==> src/rtl/i2cm_pkg.sv <==
package i2cm_pkg;

   typedef enum logic [3:0] {
      S_IDLE, S_STA_HI, S_STA_LO, S_WAIT, S_BIT_LO, S_BIT_HI,
      S_RS_LO, S_RS_HI, S_STP_LO, S_STP_HI, S_STP_END
   } seq_e;

   // register map
   localparam int REG_RATE  = 0;
   localparam int REG_PRESC = 1;
   localparam int REG_CTRL  = 2;
   localparam int REG_DATA  = 3;
   localparam int REG_STAT  = 4;

   // control word bits
   localparam int CB_GO  = 0;
   localparam int CB_STA = 1;
   localparam int CB_STO = 2;
   localparam int CB_ACK = 3;

   // status codes
   localparam logic [7:0] ST_START   = 8'h08;
   localparam logic [7:0] ST_RSTART  = 8'h10;
   localparam logic [7:0] ST_AW_ACK  = 8'h18;
   localparam logic [7:0] ST_AW_NACK = 8'h20;
   localparam logic [7:0] ST_DW_ACK  = 8'h28;
   localparam logic [7:0] ST_DW_NACK = 8'h30;
   localparam logic [7:0] ST_ARB     = 8'h38;
   localparam logic [7:0] ST_AR_ACK  = 8'h40;
   localparam logic [7:0] ST_AR_NACK = 8'h48;
   localparam logic [7:0] ST_DR_ACK  = 8'h50;
   localparam logic [7:0] ST_DR_NACK = 8'h58;
   localparam logic [7:0] ST_NOINFO  = 8'hF8;

endpackage

==> src/rtl/i2cm_rate.sv <==
// Half-period timer: each timed phase lasts BASE_HALF + br * 4^ps clocks.
module i2cm_rate #(
   parameter int BR_W      = 8,
   parameter int PS_W      = 2,
   parameter int BASE_HALF = 8
) (
   input  logic            clk,
   input  logic            rst_n,
   input  logic            run,
   input  logic [BR_W-1:0] br,
   input  logic [PS_W-1:0] ps,
   output logic            tick
);
   localparam int NSTEP = 1 << PS_W;
   localparam int MAXSH = 2 * (NSTEP - 1);
   localparam int CW    = BR_W + MAXSH + 2;

   logic [CW-1:0] scaled [NSTEP];
   logic [CW-1:0] half;
   logic [CW-1:0] cnt;

   for (genvar k = 0; k < NSTEP; k++) begin : g_scale
      assign scaled[k] = CW'(br) << (2 * k);
   end

   assign half = CW'(BASE_HALF) + scaled[ps];
   assign tick = run && (cnt == half - CW'(1));

   always_ff @(posedge clk or negedge rst_n) begin
      if (!rst_n)            cnt <= '0;
      else if (!run || tick) cnt <= '0;
      else                   cnt <= cnt + CW'(1);
   end
endmodule

==> src/rtl/i2cm_flag.sv <==
// Event flag with a status register that follows it one cycle later.
module i2cm_flag
   import i2cm_pkg::*;
(
   input  logic       clk,
   input  logic       rst_n,
   input  logic       set,
   input  logic [7:0] code,
   input  logic       clr,
   output logic       irq,
   output logic [7:0] stat
);
   logic       flag_q;
   logic [7:0] code_q;
   logic [7:0] lag_q;

   always_ff @(posedge clk or negedge rst_n) begin
      if (!rst_n) begin
         flag_q <= 1'b0;
         code_q <= ST_NOINFO;
         lag_q  <= ST_NOINFO;
      end else begin
         if (set)      flag_q <= 1'b1;
         else if (clr) flag_q <= 1'b0;
         if (set) code_q <= code;
         lag_q <= flag_q ? code_q : ST_NOINFO;
      end
   end

   assign irq  = flag_q;
   assign stat = flag_q ? lag_q : ST_NOINFO;
endmodule

==> src/rtl/i2cm_fsm.sv <==
// Bus sequencer: START / repeated START / STOP, byte shift, ack, arbitration.
module i2cm_fsm
   import i2cm_pkg::*;
(
   input  logic       clk,
   input  logic       rst_n,
   input  logic       tick,
   input  logic       go,
   input  logic       sta,
   input  logic       sto,
   input  logic       ackc,
   input  logic       wr_data,
   input  logic [7:0] wdata,
   input  logic       sda_in,
   output logic       run,
   output logic       scl_oe,
   output logic       sda_oe,
   output logic [7:0] dreg,
   output logic       ev,
   output logic [7:0] ev_code
);
   seq_e       st;
   logic [3:0] bc;
   logic [7:0] sh;
   logic       sda_drv, rep, addr_ph, rd, ackq;
   logic       rxd, lost, byte_end, ackd;

   assign rxd      = rd && !addr_ph;
   assign byte_end = (st == S_BIT_HI) && tick && (bc == 4'd8);
   assign lost     = (st == S_BIT_HI) && tick && (bc < 4'd8) && !rxd
                     && !sda_drv && !sda_in;
   assign ackd     = rxd ? ackq : !sda_in;

   assign run    = (st != S_IDLE) && (st != S_WAIT);
   assign scl_oe = (st == S_STA_LO) || (st == S_WAIT) || (st == S_BIT_LO)
                || (st == S_RS_LO)  || (st == S_STP_LO);
   assign sda_oe = sda_drv;
   assign dreg   = sh;

   assign ev = ((st == S_STA_LO) && tick) || byte_end || lost;

   always_comb begin
      ev_code = ST_NOINFO;
      if (st == S_STA_LO)  ev_code = rep ? ST_RSTART : ST_START;
      else if (lost)       ev_code = ST_ARB;
      else if (addr_ph)    ev_code = sh[0] ? (ackd ? ST_AR_ACK : ST_AR_NACK)
                                           : (ackd ? ST_AW_ACK : ST_AW_NACK);
      else if (rd)         ev_code = ackd ? ST_DR_ACK : ST_DR_NACK;
      else                 ev_code = ackd ? ST_DW_ACK : ST_DW_NACK;
   end

   always_ff @(posedge clk or negedge rst_n) begin
      if (!rst_n) begin
         st      <= S_IDLE;
         bc      <= '0;
         sh      <= '0;
         sda_drv <= 1'b0;
         rep     <= 1'b0;
         addr_ph <= 1'b0;
         rd      <= 1'b0;
         ackq    <= 1'b0;
      end else begin
         if (wr_data && (st == S_IDLE || st == S_WAIT)) sh <= wdata;
         case (st)
            S_IDLE:
               if (go && sta) begin
                  st <= S_STA_HI; sda_drv <= 1'b1; rep <= 1'b0;
               end
            S_STA_HI: if (tick) st <= S_STA_LO;
            S_STA_LO:
               if (tick) begin
                  st <= S_WAIT; addr_ph <= 1'b1; rd <= 1'b0;
               end
            S_WAIT:
               if (go) begin
                  if (sta) begin
                     st <= S_RS_LO; sda_drv <= 1'b0; rep <= 1'b1;
                  end else if (sto) begin
                     st <= S_STP_LO; sda_drv <= 1'b1;
                  end else begin
                     st <= S_BIT_LO; bc <= '0; ackq <= ackc;
                     sda_drv <= rxd ? 1'b0 : ~sh[7];
                  end
               end
            S_BIT_LO: if (tick) st <= S_BIT_HI;
            S_BIT_HI:
               if (tick) begin
                  if (lost) begin
                     st <= S_IDLE; sda_drv <= 1'b0;
                  end else if (bc == 4'd8) begin
                     st <= S_WAIT;
                     if (addr_ph) begin
                        rd <= sh[0]; addr_ph <= 1'b0;
                     end
                  end else begin
                     sh <= {sh[6:0], sda_in};
                     bc <= bc + 4'd1;
                     st <= S_BIT_LO;
                     if (bc == 4'd7) sda_drv <= rxd ? ackq : 1'b0;
                     else            sda_drv <= rxd ? 1'b0 : ~sh[6];
                  end
               end
            S_RS_LO: if (tick) st <= S_RS_HI;
            S_RS_HI:
               if (tick) begin
                  st <= S_STA_HI; sda_drv <= 1'b1;
               end
            S_STP_LO: if (tick) st <= S_STP_HI;
            S_STP_HI:
               if (tick) begin
                  st <= S_STP_END; sda_drv <= 1'b0;
               end
            S_STP_END: if (tick) st <= S_IDLE;
            default: st <= S_IDLE;
         endcase
      end
   end
endmodule

==> src/rtl/i2c_byte_master.sv <==
module i2c_byte_master
   import i2cm_pkg::*;
#(
   parameter int BR_W      = 8,
   parameter int PS_W      = 2,
   parameter int BASE_HALF = 8,
   parameter int ADDR_W    = 3
) (
   input  logic              clk,
   input  logic              rst_n,
   input  logic              reg_wr,
   input  logic [ADDR_W-1:0] reg_addr,
   input  logic [7:0]        reg_wdata,
   output logic [7:0]        reg_rdata,
   output logic              irq,
   output logic              scl_oe,
   output logic              sda_oe,
   input  logic              sda_in
);
   if (BR_W < 1 || BR_W > 8) begin : g_bad_br
      $error("BR_W must lie in 1..8");
   end
   if (PS_W < 1 || PS_W > 3) begin : g_bad_ps
      $error("PS_W must lie in 1..3");
   end
   if (BASE_HALF < 2) begin : g_bad_base
      $error("BASE_HALF must be at least 2");
   end
   if (ADDR_W < 3) begin : g_bad_aw
      $error("ADDR_W must be at least 3");
   end

   logic [BR_W-1:0] br_q;
   logic [PS_W-1:0] ps_q;
   logic            ctl_go, data_wr, tick, run, ev;
   logic [7:0]      ev_code, dreg, stat_out;

   assign ctl_go  = reg_wr && (reg_addr == ADDR_W'(REG_CTRL)) && reg_wdata[CB_GO];
   assign data_wr = reg_wr && (reg_addr == ADDR_W'(REG_DATA));

   always_ff @(posedge clk or negedge rst_n) begin
      if (!rst_n) begin
         br_q <= '0;
         ps_q <= '0;
      end else if (reg_wr) begin
         if (reg_addr == ADDR_W'(REG_RATE))  br_q <= reg_wdata[BR_W-1:0];
         if (reg_addr == ADDR_W'(REG_PRESC)) ps_q <= reg_wdata[PS_W-1:0];
      end
   end

   i2cm_rate #(.BR_W(BR_W), .PS_W(PS_W), .BASE_HALF(BASE_HALF)) u_rate (
      .clk(clk), .rst_n(rst_n), .run(run), .br(br_q), .ps(ps_q), .tick(tick)
   );

   i2cm_fsm u_fsm (
      .clk(clk), .rst_n(rst_n), .tick(tick), .go(ctl_go),
      .sta(reg_wdata[CB_STA]), .sto(reg_wdata[CB_STO]), .ackc(reg_wdata[CB_ACK]),
      .wr_data(data_wr), .wdata(reg_wdata), .sda_in(sda_in),
      .run(run), .scl_oe(scl_oe), .sda_oe(sda_oe), .dreg(dreg),
      .ev(ev), .ev_code(ev_code)
   );

   i2cm_flag u_flag (
      .clk(clk), .rst_n(rst_n), .set(ev), .code(ev_code), .clr(ctl_go),
      .irq(irq), .stat(stat_out)
   );

   always_comb begin
      reg_rdata = 8'h00;
      if (reg_addr == ADDR_W'(REG_RATE))       reg_rdata = 8'(br_q);
      else if (reg_addr == ADDR_W'(REG_PRESC)) reg_rdata = 8'(ps_q);
      else if (reg_addr == ADDR_W'(REG_CTRL))  reg_rdata = {7'b0, irq};
      else if (reg_addr == ADDR_W'(REG_DATA))  reg_rdata = dreg;
      else if (reg_addr == ADDR_W'(REG_STAT))  reg_rdata = stat_out;
   end
endmodule

==> config.mk <==
export PLATFORM = sky130hd
export DESIGN_NAME = i2c_byte_master
export DESIGN_NICKNAME = d
export VERILOG_FILES = /design/src/rtl/i2cm_pkg.sv /design/src/rtl/i2cm_rate.sv /design/src/rtl/i2cm_flag.sv /design/src/rtl/i2cm_fsm.sv /design/src/rtl/i2c_byte_master.sv
export SDC_FILE = /design/constraint.sdc
export NUM_CORES = 1
export LEC_CHECK = 0
export CAP_MARGIN = 20
export CORE_ASPECT_RATIO = 0.6
export CORE_UTILIZATION = 40
export DETAILED_ROUTE_END_ITERATION = 7
export DONT_BUFFER_PORTS = 1
export PLACE_DENSITY = 0.56
export SYNTH_ARGS = -nofsm -noshare
export SYNTH_HDL_FRONTEND = slang
export SYNTH_SLANG_ARGS = --single-unit
==> constraint.sdc <==
create_clock -name clk -period 4.9 [get_ports clk]
set_input_delay 0.735 -clock clk [delete_from_list [all_inputs] [get_ports clk]]
set_output_delay 0.735 -clock clk [all_outputs]
set_load 0.02 [all_outputs]
# [After elaboration in Yosys (flattened, before gate mapping)]
# Cells that the tools add are included.
[classes] n_addsub=4 n_lt_le_gt_ge=2 n_eq_ne=37 n_mux=79 bitwise_logic=5 n_reduce_logical=45
[op_table] op="$mux 8" n=17
[op_table] op="$mux 4" n=22
[op_table] op="$mux 16" n=3
[op_table] op="$pmux 4 s11" n=1
[op_table] op="$bmux 16 s2" n=1
[op_table] op="$mux 1" n=26
[op_table] op="$ne 2x1->1 const B" n=11
[op_table] op="$eq 4x3->1 const B" n=5
[op_table] op="$add 16x1->16 const B" n=1
[op_table] op="$add 4x16->16 const A" n=1
[op_table] op="$eq 16x16->1" n=1
[op_table] op="$eq 4x4->1 const B" n=4
[op_table] op="$sub 16x1->16 const B" n=1
[op_table] op="$logic_and 1x1->1" n=15
[op_table] op="$ne 2x2->1 const B" n=7
[op_table] op="$reduce_and 7->1" n=2
[op_table] op="$reduce_and 11->1" n=1
[op_table] op="$mux 5" n=2
[op_table] op="$eq 4x2->1 const B" n=2
[op_table] op="$logic_or 1x1->1" n=8
[op_table] op="$pmux 4 s2" n=1
[op_table] op="$reduce_and 4->1" n=2
[op_table] op="$reduce_bool 2->1" n=4
[op_table] op="$eq 3x2->1 const B" n=2
[op_table] op="other kinds (22)" n=32
[word_totals] reg_bits=64 output_inout_bits=11

# [Longest topological paths before layout]
# Gate-level depths: netlist of the first run.
[logic_depth] depth_word=16 mapped_depth=12 depth_no_buf=10

# [Modules after synthesis]
# Synthesis of the first run repeated with hierarchy kept, for this count alone.
[hier_totals] hier_cells=530 area_unflattened_um2=4837.1
[modules_own_cells] module="i2cm_rate" n_inst=1 cells_each=241 area_per_inst_um2=1943.1 seq_area_each_um2=400.4
[modules_own_cells] module="i2cm_fsm" n_inst=1 cells_each=185 area_per_inst_um2=1572.8 seq_area_each_um2=525.5
[modules_own_cells] module="i2cm_flag" n_inst=1 cells_each=45 area_per_inst_um2=695.7 seq_area_each_um2=437.9
[modules_own_cells] module="i2c_byte_master" n_inst=1 cells_each=59 area_per_inst_um2=625.6 seq_area_each_um2=250.2

# [Least setup slack after synthesis of the first run]
# OpenSTA, ideal clock, no wires.
[synth_path] path_kind="reg-to-reg" startpoint="register ps_q[1]" endpoint="register u_fsm.st[0]" setup_ns=0.069 arrival_time_ns=3.384 required_time_ns=4.831 path_slack_ns=1.447 path_stages_with_launch=13 path_buffers=3 synth_period_minus_slack_ns=3.453 cell_sequence="dfrtp_1 > buf_6 > clkbuf_1 > or2_2 > ha_1 > a211oi_1 > nand2_1 > or4_1 > a2111o_1 > a211oi_4 > buf_6 > mux2_2 > nand3_1"
[synth_via] elab_chain_len=16 elab_cells_between_ends=26 classes_between="add/sub: 2; eq/ne: 10; mux: 6; bitwise: 1; reduce/logical: 7"
[synth_rtl] element="from (decl)" line="i2c_byte_master.sv:34" rtl="logic [PS_W-1:0] ps_q;"
[synth_rtl] element="from (signal assigned)" line="i2c_byte_master.sv:47" rtl="if (reg_addr == ADDR_W'(REG_PRESC)) ps_q <= reg_wdata[PS_W-1:0];"
[synth_rtl] element="$not 2->3 (implied by the code) *" line="i2cm_rate.sv:26" rtl="assign half = CW'(BASE_HALF) + scaled[ps];"
[synth_rtl] element="$bmux 16 s2 *" line="i2cm_rate.sv:26"
[synth_rtl] element="$mux 16 (implied by the code) * (2 in a row)" line="i2cm_rate.sv:26"
[synth_rtl] element="$add 4x16->16 *" line="i2cm_rate.sv:26"
[synth_rtl] element="$sub 16x1->16 *" line="i2cm_rate.sv:27" rtl="assign tick = run && (cnt == half - CW'(1));"
[synth_rtl] element="$eq 16x16->1 *" line="i2cm_rate.sv:27"
[synth_rtl] element="$logic_and 1x1->1 *" line="i2cm_rate.sv:27"
[synth_rtl] element="$logic_and 1x1->1 (3 in a row)" line="i2cm_fsm.sv:30" rtl="assign lost = (st == S_BIT_HI) && tick && (bc < 4'd8) && !rxd"
[synth_rtl] element="$logic_and 1x1->1 (2 in a row)" line="i2cm_fsm.sv:31" rtl="&& !sda_drv && !sda_in;"
[synth_rtl] element="$mux 4" line="i2cm_fsm.sv:88" rtl="if (lost) begin"
[synth_rtl] element="$mux 4" line="i2cm_fsm.sv:87" rtl="if (tick) begin"
[synth_rtl] element="$pmux 4 s11" line="i2cm_fsm.sv:64" rtl="case (st)"
[synth_rtl] element="to (signal assigned)" line="i2cm_fsm.sv:67" rtl="st <= S_STA_HI; sda_drv <= 1'b1; rep <= 1'b0;"
[synth_rtl] element="to (signal assigned)" line="i2cm_fsm.sv:89" rtl="st <= S_IDLE; sda_drv <= 1'b0;"
[synth_rtl] element="to (signal assigned)" line="i2cm_fsm.sv:91" rtl="st <= S_WAIT;"
[synth_rtl] element="to (decl)" line="i2cm_fsm.sv:22" rtl="seq_e st;"
# Every way passes the cells marked *; elsewhere a longest branch is shown, timed or not. The select of a mux whose other input is x is not followed.
# A chain may end at the register's enable or synchronous reset.

# [Worst setup path after layout of the first run]
[layout_path] startpoint="register ps_q[1]" endpoint="register u_rate.cnt[14]"
[layout_via] elab_chain_len=10
[layout_rtl] element="$not 2->3 (implied by the code)" line="i2cm_rate.sv:26"
[layout_rtl] element="$bmux 16 s2" line="i2cm_rate.sv:26"
[layout_rtl] element="$mux 16 (implied by the code) (2 in a row)" line="i2cm_rate.sv:26"
[layout_rtl] element="$add 4x16->16" line="i2cm_rate.sv:26"
[layout_rtl] element="$sub 16x1->16" line="i2cm_rate.sv:27"
[layout_rtl] element="$eq 16x16->1" line="i2cm_rate.sv:27"
[layout_rtl] element="$logic_and 1x1->1" line="i2cm_rate.sv:27"
[layout_rtl] element="$logic_or 1x1->1" line="i2cm_rate.sv:31" rtl="else if (!run || tick) cnt <= '0;"
[layout_rtl] element="$mux 16" line="i2cm_rate.sv:31"
[layout_rtl] element="to (signal assigned)" line="i2cm_rate.sv:32" rtl="else cnt <= cnt + CW'(1);"
[layout_rtl] element="to (decl)" line="i2cm_rate.sv:20" rtl="logic [CW-1:0] cnt;"
# Every way passes these cells. The select of a mux whose other input is x is not followed.

==> flow_metrics.py, run 1 <==
metrics = {
    "critical_path": {
        "slowest_delay_ns": 0.65,
        "critPathMaxFanout": 20,
        "critPathKind": "register to register",
        "critPathRequiredTime_ns": 5.10,
        "critical_path.slowest_cell": "dfrtp_1",
        "reg2reg_slack_ns": 0.86,
        "critPathTopFamily": "simple AND/OR/NAND/NOR gates",
        "arrival_ns": 4.23,
        "crit_path_start_kind": "register",
        "crit_path_end_kind": "register",
        "path_cells": "or3b_1 > ha_1 > a2111oi_1 > a21o_1 > nand4_1 > or4_1 > a211o_1 > nand2_1 > nor2_1",
        "cp_num_buf_inv": 0,
    },
    "synth": {
        "synthFlopType": "dfrtp_1",
        "synth-edff-count": 0,
        "syn-num-nets": 466,
        "yosys_register_bits": 58,
        "synth_largest_area_cell": "dfrtp_1",
        "synth_cell_types": 64,
        "yosys-top-cells-count": "dfrtp_1, nor2_1, nand2_1",
        "synth_area_um2": 3990,
        "synth_area_leaders": "dfrtp_1, dfstp_2, mux2i_1",
        "ys_seq_area_frac": 0.367,
        "async_flop_share": 1.00,
        "syn_inst": 445,
        "avgSynthCellArea_um2": 8.97,
        "yosysWarnings": 0,
        "synth_top_area_frac": 0.301,
    },
    "run": {
        "drv_cap": 0,
    },
    "cells_and_area": {
        "multi_input_area_um2": 2360,
        "seqCellArea_um2": 1460,
        "final_cells": 569,
        "fin_nets": 455,
        "layout-drive-gt1-share": 0.141,
        "diodes": 0,
        "area_delta_synth_final_pct": 9.72,
        "nFillCells": 912,
    },
    "placed_design": {
        "portBuffers": 0,
        "routabilityCongestion": 0.842,
        "place_inst": 551,
        "dp_hpwl_mm": 7.79,
    },
    "routing": {
        "drt_wl_total_mm": 10.6,
        "routedWlPerCell_um": 18.7,
        "drc_errors": 0,
        "vias": 3313,
        "ant_nets": 0,
        "via_per_inst": 5.82,
        "firstDrtPassIters": 4,
        "drt_iter0_markers": 301,
    },
    "floorplan": {
        "io_pins": 26,
        "core_area_um2": 9430,
        "die_x_um": 131,
        "fp.dieArea_um2": 10400,
        "die_y_um": 79.4,
        "placementRows": 27,
        "initial_utilization": 0.423,
    },
    "cts": {
        "cts_resized": 0,
        "h-tree-depth": 3,
        "cts_buffers": 9,
        "cts_buffer_depth": 2,
        "cts.sinks": 58,
        "clk_latency_ns": 0.33,
        "cts_tree": "done",
        "postCtsSetupBuffers": 0,
        "cts-root-buf": "clkbuf_16",
        "cts.clk_slew.worst_paths_ns": 0.06,
        "ctsHoldBuffers": 0,
    },
    "timing": {
        "setup_violations": 0,
        "post-route-min-period_ns": 4.04,
        "clock.fmax_ghz": 0.248,
        "period_share": 0.824,
        "grt_setup_unrepaired": "no",
        "tns_ns": 0,
        "maxSlewViolCount": 0,
        "skew_ns": 0.00675,
        "hold_viol": 0,
        "slew_headroom": 0.509,
        "worst-slew-pin-transition_ns": 0.736,
    },
    "power": {
        "power.switching_w": 0.000891,
        "clkPwrFrac": 0.292,
        "internal_power_w": 0.00135,
        "power_leakage_nw": 1.80,
        "p_seq_frac": 0.360,
        "swShare": 0.397,
        "pwr-share-comb": 0.349,
        "powerDensity_nw_per_um2": 512,
        "ir_drop_uv": 247,
    },
    "global_routing": {
        "grt_pass1_vias": 3067,
        "gr-total-overflow": 0,
        "grt_max_degree": 59,
        "grt_pass1_wl_mm": 17.1,
        "antenna_found_initial": 0,
        "track_usage": 0.223,
    },
    "worst_hold_path": {
        "hp-class": "primary input to async pin",
    },
    "status": {
        "status": "finished, final reports clean",
    },
}
kinds of logic after synthesis:
logic type,Yosys count,synth area share
AO/OA/AOI/OAI,91,0.161
XOR/XNOR,29,0.0636
adder cells (fa/ha/maj),6,0.0188
buffers and inverters,38,0.0426
flip-flops,58,0.367
multiplexers,39,0.115
AND/OR/NAND/NOR,184,0.232
layout by cell type (no fill, tap or decap), drive strengths merged, types with 14 or more instances in the layout:
| cell type | n |
|---|---|
| nand3 | 23 |
| a21oi | 18 |
| mux2 | 16 |
| mux2i | 20 |
| dfrtp | 48 |
| nor2 | 48 |
| nand2 | 42 |
| xnor2 | 15 |
| xor2 | 14 |
final timing paths:
kind / start / to / depth (start not counted)
max: ps_q[1] / u_rate.cnt[14] / 9
min: rst_n / u_fsm.st[0] / 0
max reg2reg: ps_q[1] / u_rate.cnt[14] / 9
min reg2reg: u_flag.code_q[6] / u_flag.code_q[6] / 1
max in group asynchronous: rst_n / u_flag.code_q[7] / 0
min in group clk: u_flag.code_q[6] / u_flag.code_q[6] / 1
sequential cells by signal, indices dropped and copies added, names as in the netlist:
signal,flops
ps_q,2
u_flag.lag_q,5
u_fsm.addr_ph,1
u_rate.cnt,16
u_fsm.dreg,8
u_flag.irq,1
u_fsm.rd,1
u_fsm.ackq,1
u_fsm.sda_oe,1
u_flag.code_q,5
br_q,8
u_fsm.bc,4
u_fsm.st,4
u_fsm.rep,1
power by group through the flow:
stage / combinational (W) / sequential, W / clock (W)
floorplan: 0.000702 / 0.000692 / 0
global placement: 0.000759 / 0.000810 / 0
detailed placement: 0.000766 / 0.000808 / 0
CTS: 0.000771 / 0.000802 / 0.000669
global route: 0.000869 / 0.000830 / 0.000690
finish: 0.000782 / 0.000807 / 0.000654
per-layer routing:
metal | GRT usage | up-vias | wire (um)
li1 | - | 1587 | -
met1 | 0.355 | 1599 | 5760
met2 | 0.260 | 118 | 3780
met3 | 0.0858 | 9 | 952
met4 | 0.0667 | 0 | 141
met5 | 0 | - | 0
worst reg2reg max path, cell delays in order, from the launching register on:
cell and delay [ns]:
dfrtp_1 0.65, or3b_1 0.53, ha_1 0.26, a2111oi_1 0.56
a21o_1 0.19, nand4_1 0.16, or4_1 0.56, a211o_1 0.40
nand2_1 0.48, nor2_1 0.12
layout make-up:
type	count	area share
clock buffer	12	0.0660
clock inverter	4	0.00600
inverter	10	0.00857
multi-input combinational	349	0.538
sequential	58	0.334
tap	130	0.0371
timing repair buffer	6	0.00971
through the flow:
| stage | hold slack [ns] | total power [W] | util | area (um2) | setup WS [ns] |
|---|---|---|---|---|---|
| 2_1_floorplan | 0.439 | 0.00139 | - | 3990 | 1.45 |
| 6_report | 0.0945 | 0.00224 | 0.465 | 4380 | 0.864 |
| 3_3_place_gp | 0.441 | 0.00157 | 0.430 | 4050 | 1.01 |
| 4_1_cts | 0.0842 | 0.00224 | 0.463 | 4370 | 0.856 |
| 5_1_grt | 0.0768 | 0.00239 | 0.465 | 4380 | 0.574 |
| 3_5_place_dp | 0.441 | 0.00157 | 0.430 | 4050 | 0.891 |
Note: power is estimated with default switching activity, not from simulation.
==> inputs of run 2 (changes only) <==
- clock period: 4.9 -> 4.2 ns (I/O delays scaled with it)
==> flow_metrics.py, run 2 (synthesis gave the netlist of run 1 again) <==
metrics = {
    "status": {
        "status": "finished, final reports clean",
    },
    "routing": {
        "drc_errors": 0,
        "drt_wl_total_mm": 10.6,
        "via_per_inst": 5.85,
        "ant_nets": 0,
        "firstDrtPassIters": 5,
        "routedWlPerCell_um": 18.4,
        "vias": 3351,
        "drt_iter0_markers": 330,
    },
    "placed_design": {
        "routabilityCongestion": 0.916,
        "dp_hpwl_mm": 7.73,
        "portBuffers": 0,
    },
    "floorplan": {
        "placementRows": 27,
        "initial_utilization": 0.423,
        "die_y_um": 79.4,
        "core_area_um2": 9430,
        "fp.dieArea_um2": 10400,
        "io_pins": 26,
        "die_x_um": 131,
    },
    "cts": {
        "cts_tree": "done",
        "ctsHoldBuffers": 1,
        "cts.clk_slew.worst_paths_ns": 0.05,
        "cts_resized": 0,
        "cts-root-buf": "clkbuf_16",
        "cts.sinks": 58,
        "cts_buffers": 9,
        "postCtsSetupBuffers": 0,
        "h-tree-depth": 3,
        "clk_latency_ns": 0.33,
        "cts_buffer_depth": 2,
    },
    "cells_and_area": {
        "diodes": 0,
        "nFillCells": 900,
        "most-common-layout-cells": "nor2_1, dfrtp_1, nand2_1",
        "area_delta_synth_final_pct": 11.0,
        "fin_nets": 459,
        "largest_register_ffs": 16,
        "regMostFlops": "u_rate.cnt",
        "layout-drive-gt1-share": 0.149,
    },
    "power": {
        "total_power_w": 0.00263,
        "clkPwrFrac": 0.287,
        "power_leakage_nw": 1.82,
        "internal_power_w": 0.00157,
        "power.switching_w": 0.00105,
        "ir_drop_uv": 254,
        "powerDensity_nw_per_um2": 593,
        "swShare": 0.401,
        "p_seq_frac": 0.357,
        "pwr-share-comb": 0.356,
    },
    "critical_path": {
        "rr_endpoint": "u_rate.cnt[10]",
        "crit_path_start_kind": "register",
        "slowest_delay_ns": 0.62,
        "critical_path.slowest_cell": "a2111oi_1",
        "reg2reg_slack_ns": 0.37,
        "critPathTopFamily": "simple AND/OR/NAND/NOR gates",
        "critPathMaxFanout": 15,
        "critPathKind": "register to register",
        "r2r_cells": 10,
        "regToRegStartpoint": "ps_q[0]",
        "arrival_ns": 4.03,
        "crit_path_end_kind": "register",
        "critPathRequiredTime_ns": 4.39,
        "cp_num_buf_inv": 0,
        "path_cells": "nand2b_1 > or2_2 > ha_1 > a2111oi_1 > a21o_1 > nand4_1 > or4_1 > a211o_1 > nand2_1 > nor2_1",
    },
    "global_routing": {
        "grt_max_degree": 49,
        "grt_pass1_vias": 3011,
        "grt_pass1_wl_mm": 17.1,
        "gr-total-overflow": 0,
        "antenna_found_initial": 0,
        "track_usage": 0.224,
    },
    "timing": {
        "maxSlewViolCount": 0,
        "grt_setup_unrepaired": "no",
        "clock.fmax_ghz": 0.261,
        "post-route-min-period_ns": 3.83,
        "tns_ns": 0,
        "skew_ns": 0.00539,
        "period_share": 0.912,
        "worst-slew-pin-transition_ns": 0.751,
        "slew_headroom": 0.495,
        "setup_violations": 0,
        "hold_viol": 0,
    },
    "run": {
        "drv_cap": 0,
    },
    "worst_hold_path": {
        "hp-class": "primary input to async pin",
    },
}
-- run 2: power by group through the flow --
| stage | Clock [W] | Combinational, W | Sequential [W] |
|---|---|---|---|
| after floorplan | 0 | 0.000819 | 0.000808 |
| after global placement | 0 | 0.000909 | 0.000937 |
| after detailed placement | 0 | 0.000909 | 0.000937 |
| after CTS | 0.000773 | 0.000929 | 0.000928 |
| after global routing | 0.000793 | 0.00105 | 0.000963 |
| final | 0.000753 | 0.000936 | 0.000937 |
-- run 2: metal layers --
layer	vias to the layer above	share of wire	GRT usage
li1	1598	-	-
met1	1630	0.54	0.355
met2	116	0.37	0.270
met3	7	0.085	0.0858
met4	0	0.0078	0.0552
met5	-	0	0
-- run 2: worst max-delay path by stage --
stage	from	end	slack [ns]	depth (start not counted)
3_5_place_dp	ps_q[0]	u_rate.cnt[15]	0.44	10
2_1_floorplan	ps_q[1]	u_fsm.st[0]	0.75	12
4_1_cts	ps_q[0]	u_rate.cnt[10]	0.41	10
5_1_grt	br_q[1]	u_rate.cnt[10]	0.14	10
6_report	ps_q[0]	u_rate.cnt[10]	0.37	10
3_3_place_gp	ps_q[0]	u_rate.cnt[13]	0.56	10
-- run 2: cell type report --
type	instances	area, um2	area share
Multi-Input combinational cell	349	2360	0.532
Timing Repair Buffer	10	92.6	0.0209
Tap cell	130	163	0.0367
Clock inverter	5	41.3	0.00932
Inverter	10	37.5	0.00847
Sequential cell	58	1460	0.330
Clock buffer	11	275	0.0621
-- run 2: worst register-to-register path, delay by kind of cell, from the launching register on --
family | cells | cell delay (ns)
AND/OR/NAND/NOR | 6 | 1.81
adder cells (fa/ha/maj) | 1 | 0.23
flip-flops | 1 | 0.45
AO/OA/AOI/OAI | 3 | 1.21
-- run 2: metrics by stage --
step | instance area (um2) | instances | worst slack [ns] | hold WS [ns] | util
2_1_floorplan | 3990 | 445 | 0.747 | 0.334 | -
3_3_place_gp | 4080 | 555 | 0.563 | 0.336 | 0.433
3_5_place_dp | 4080 | 555 | 0.435 | 0.336 | 0.433
4_1_cts | 4430 | 572 | 0.414 | 0.129 | 0.470
5_1_grt | 4430 | 573 | 0.138 | 0.125 | 0.470
6_report | 4430 | 573 | 0.368 | 0.147 | 0.470
==> inputs of run 3 (changes only) <==
--- a/config.mk
+++ b/config.mk
@@ -12,4 +12,5 @@
 export DONT_BUFFER_PORTS = 1
 export PLACE_DENSITY = 0.56
+export REMOVE_ABC_BUFFERS = 1
 export SYNTH_ARGS = -nofsm -noshare
 export SYNTH_HDL_FRONTEND = slang
==> constraint.sdc (replaced) <==
create_clock -name clk -period 4.2 [get_ports clk]
set_input_delay 0.84 -clock clk [delete_from_list [all_inputs] [get_ports clk]]
set_output_delay 0.84 -clock clk [all_outputs]
set_load 0.02 [all_outputs]
==> flow_metrics.py, run 3 (synthesis gave the netlist of run 1 again) <==
metrics = {
    "status": {
        "status": "finished, final reports clean",
    },
    "critical_path": {
        "critPathTopFamily": "simple AND/OR/NAND/NOR gates",
        "critical_path.slowest_cell": "a2111oi_1",
        "slowest_delay_ns": 0.58,
        "arrival_ns": 4.08,
        "cp_num_buf_inv": 0,
        "critPathKind": "register to register",
        "critPathMaxFanout": 15,
        "critPathRequiredTime_ns": 4.38,
        "path_cells": "nand2b_1 > or2_2 > ha_1 > a2111oi_1 > a21o_1 > nand4_1 > or4_1 > a211o_1 > nand2_1 > nor2_1",
        "crit_path_end_kind": "register",
        "crit_path_start_kind": "register",
    },
    "worst_hold_path": {
        "hp-class": "primary input to async pin",
    },
    "cells_and_area": {
        "fin_util": 0.462,
        "fin_nets": 459,
        "diodes": 0,
        "layout-drive-gt1-share": 0.142,
        "most-common-layout-cells": "nor2_1, dfrtp_1, nand2_1",
        "area_delta_synth_final_pct": 9.22,
        "regMostFlops": "u_rate.cnt",
        "largest_register_ffs": 16,
    },
    "power": {
        "power_leakage_nw": 1.79,
        "powerDensity_nw_per_um2": 579,
        "ir_drop_uv": 216,
    },
    "cts": {
        "cts_buffers": 9,
        "clk_latency_ns": 0.32,
        "cts_buffer_depth": 2,
        "h-tree-depth": 3,
        "cts_resized": 0,
        "cts_tree": "done",
        "postCtsSetupBuffers": 0,
        "ctsHoldBuffers": 0,
        "cts.clk_slew.worst_paths_ns": 0.05,
        "cts.sinks": 58,
        "cts-root-buf": "clkbuf_16",
    },
    "timing": {
        "post-route-min-period_ns": 3.90,
        "timing.hold.ws_ns": 0.214,
        "clock.fmax_ghz": 0.256,
        "slew_headroom": 0.523,
        "skew_ns": 0.00554,
        "worst-slew-pin-transition_ns": 0.708,
        "setup_violations": 0,
        "period_share": 0.929,
        "hold_viol": 0,
        "maxSlewViolCount": 0,
        "grt_setup_unrepaired": "no",
        "tns_ns": 0,
    },
    "routing": {
        "drt_wl_total_mm": 10.7,
        "drc_errors": 0,
        "drt_iter0_markers": 308,
        "vias": 3375,
        "firstDrtPassIters": 5,
        "ant_nets": 0,
        "routedWlPerCell_um": 18.6,
        "via_per_inst": 5.89,
    },
    "global_routing": {
        "antenna_found_initial": 0,
        "grt_max_degree": 59,
        "gr-total-overflow": 0,
        "grt_pass1_vias": 3104,
        "grt_pass1_wl_mm": 17.2,
        "track_usage": 0.223,
    },
    "floorplan": {
        "initial_utilization": 0.423,
        "fp.dieArea_um2": 10400,
        "core_area_um2": 9430,
        "placementRows": 27,
        "die_y_um": 79.4,
        "die_x_um": 131,
        "io_pins": 26,
    },
    "placed_design": {
        "routabilityCongestion": 0.872,
        "dp_hpwl_mm": 7.91,
        "portBuffers": 0,
    },
    "run": {
        "drv_cap": 0,
    },
}
run 3: stage by stage:
stage	setup slack (ns)	power (W)	instances	cell area [um2]
5_1_grt	0.0446	0.00269	573	4360
6_report	0.298	0.00252	573	4360
4_1_cts	0.330	0.00252	572	4350
3_3_place_gp	0.551	0.00183	556	4090
3_5_place_dp	0.364	0.00185	556	4090
2_1_floorplan	0.342	0.00159	417	3860
run 3: layout make-up:
class                   count  area (um2)
multi-input cells         349        2360
repair buffers             10        72.6
fillers                   908        5070
inverters                  10        37.5
clock buffers              13         250
flip-flops and latches     58        1460
clock inverters             3        15.0
well taps                 130         163
run 3: path summary, 6_finish.rpt:
path | from | endpoint | slack (ns) | cells after the start
min in group clk | u_flag.code_q[6] | u_flag.code_q[6] | 0.48 | 1
max in group asynchronous | rst_n | u_flag.code_q[5] | 3.80 | 0
setup reg to reg | ps_q[0] | u_rate.cnt[6] | 0.30 | 10
setup / recovery | ps_q[0] | u_rate.cnt[6] | 0.30 | 10
hold / removal | rst_n | u_fsm.rep | 0.21 | 0
hold reg to reg | u_flag.code_q[6] | u_flag.code_q[6] | 0.48 | 1
run 3: power by group:
group	switching, W	total (W)	internal, W	leakage (nW)
clock network	0.000246	0.000658	0.000412	0.133
registers	0.000225	0.000925	0.000700	0.723
logic	0.000542	0.000939	0.000397	0.936
total	0.00101	0.00252	0.00151	1.79
run 3: routing by layer:
layer / vias up / global-route usage / wire, um
li1: 1600 / - / -
met2: 110 / 0.265 / 3840
met3: 6 / 0.0650 / 928
met4: 0 / 0.0471 / 60
met5: - / 0 / 0
met1: 1659 / 0.373 / 5820
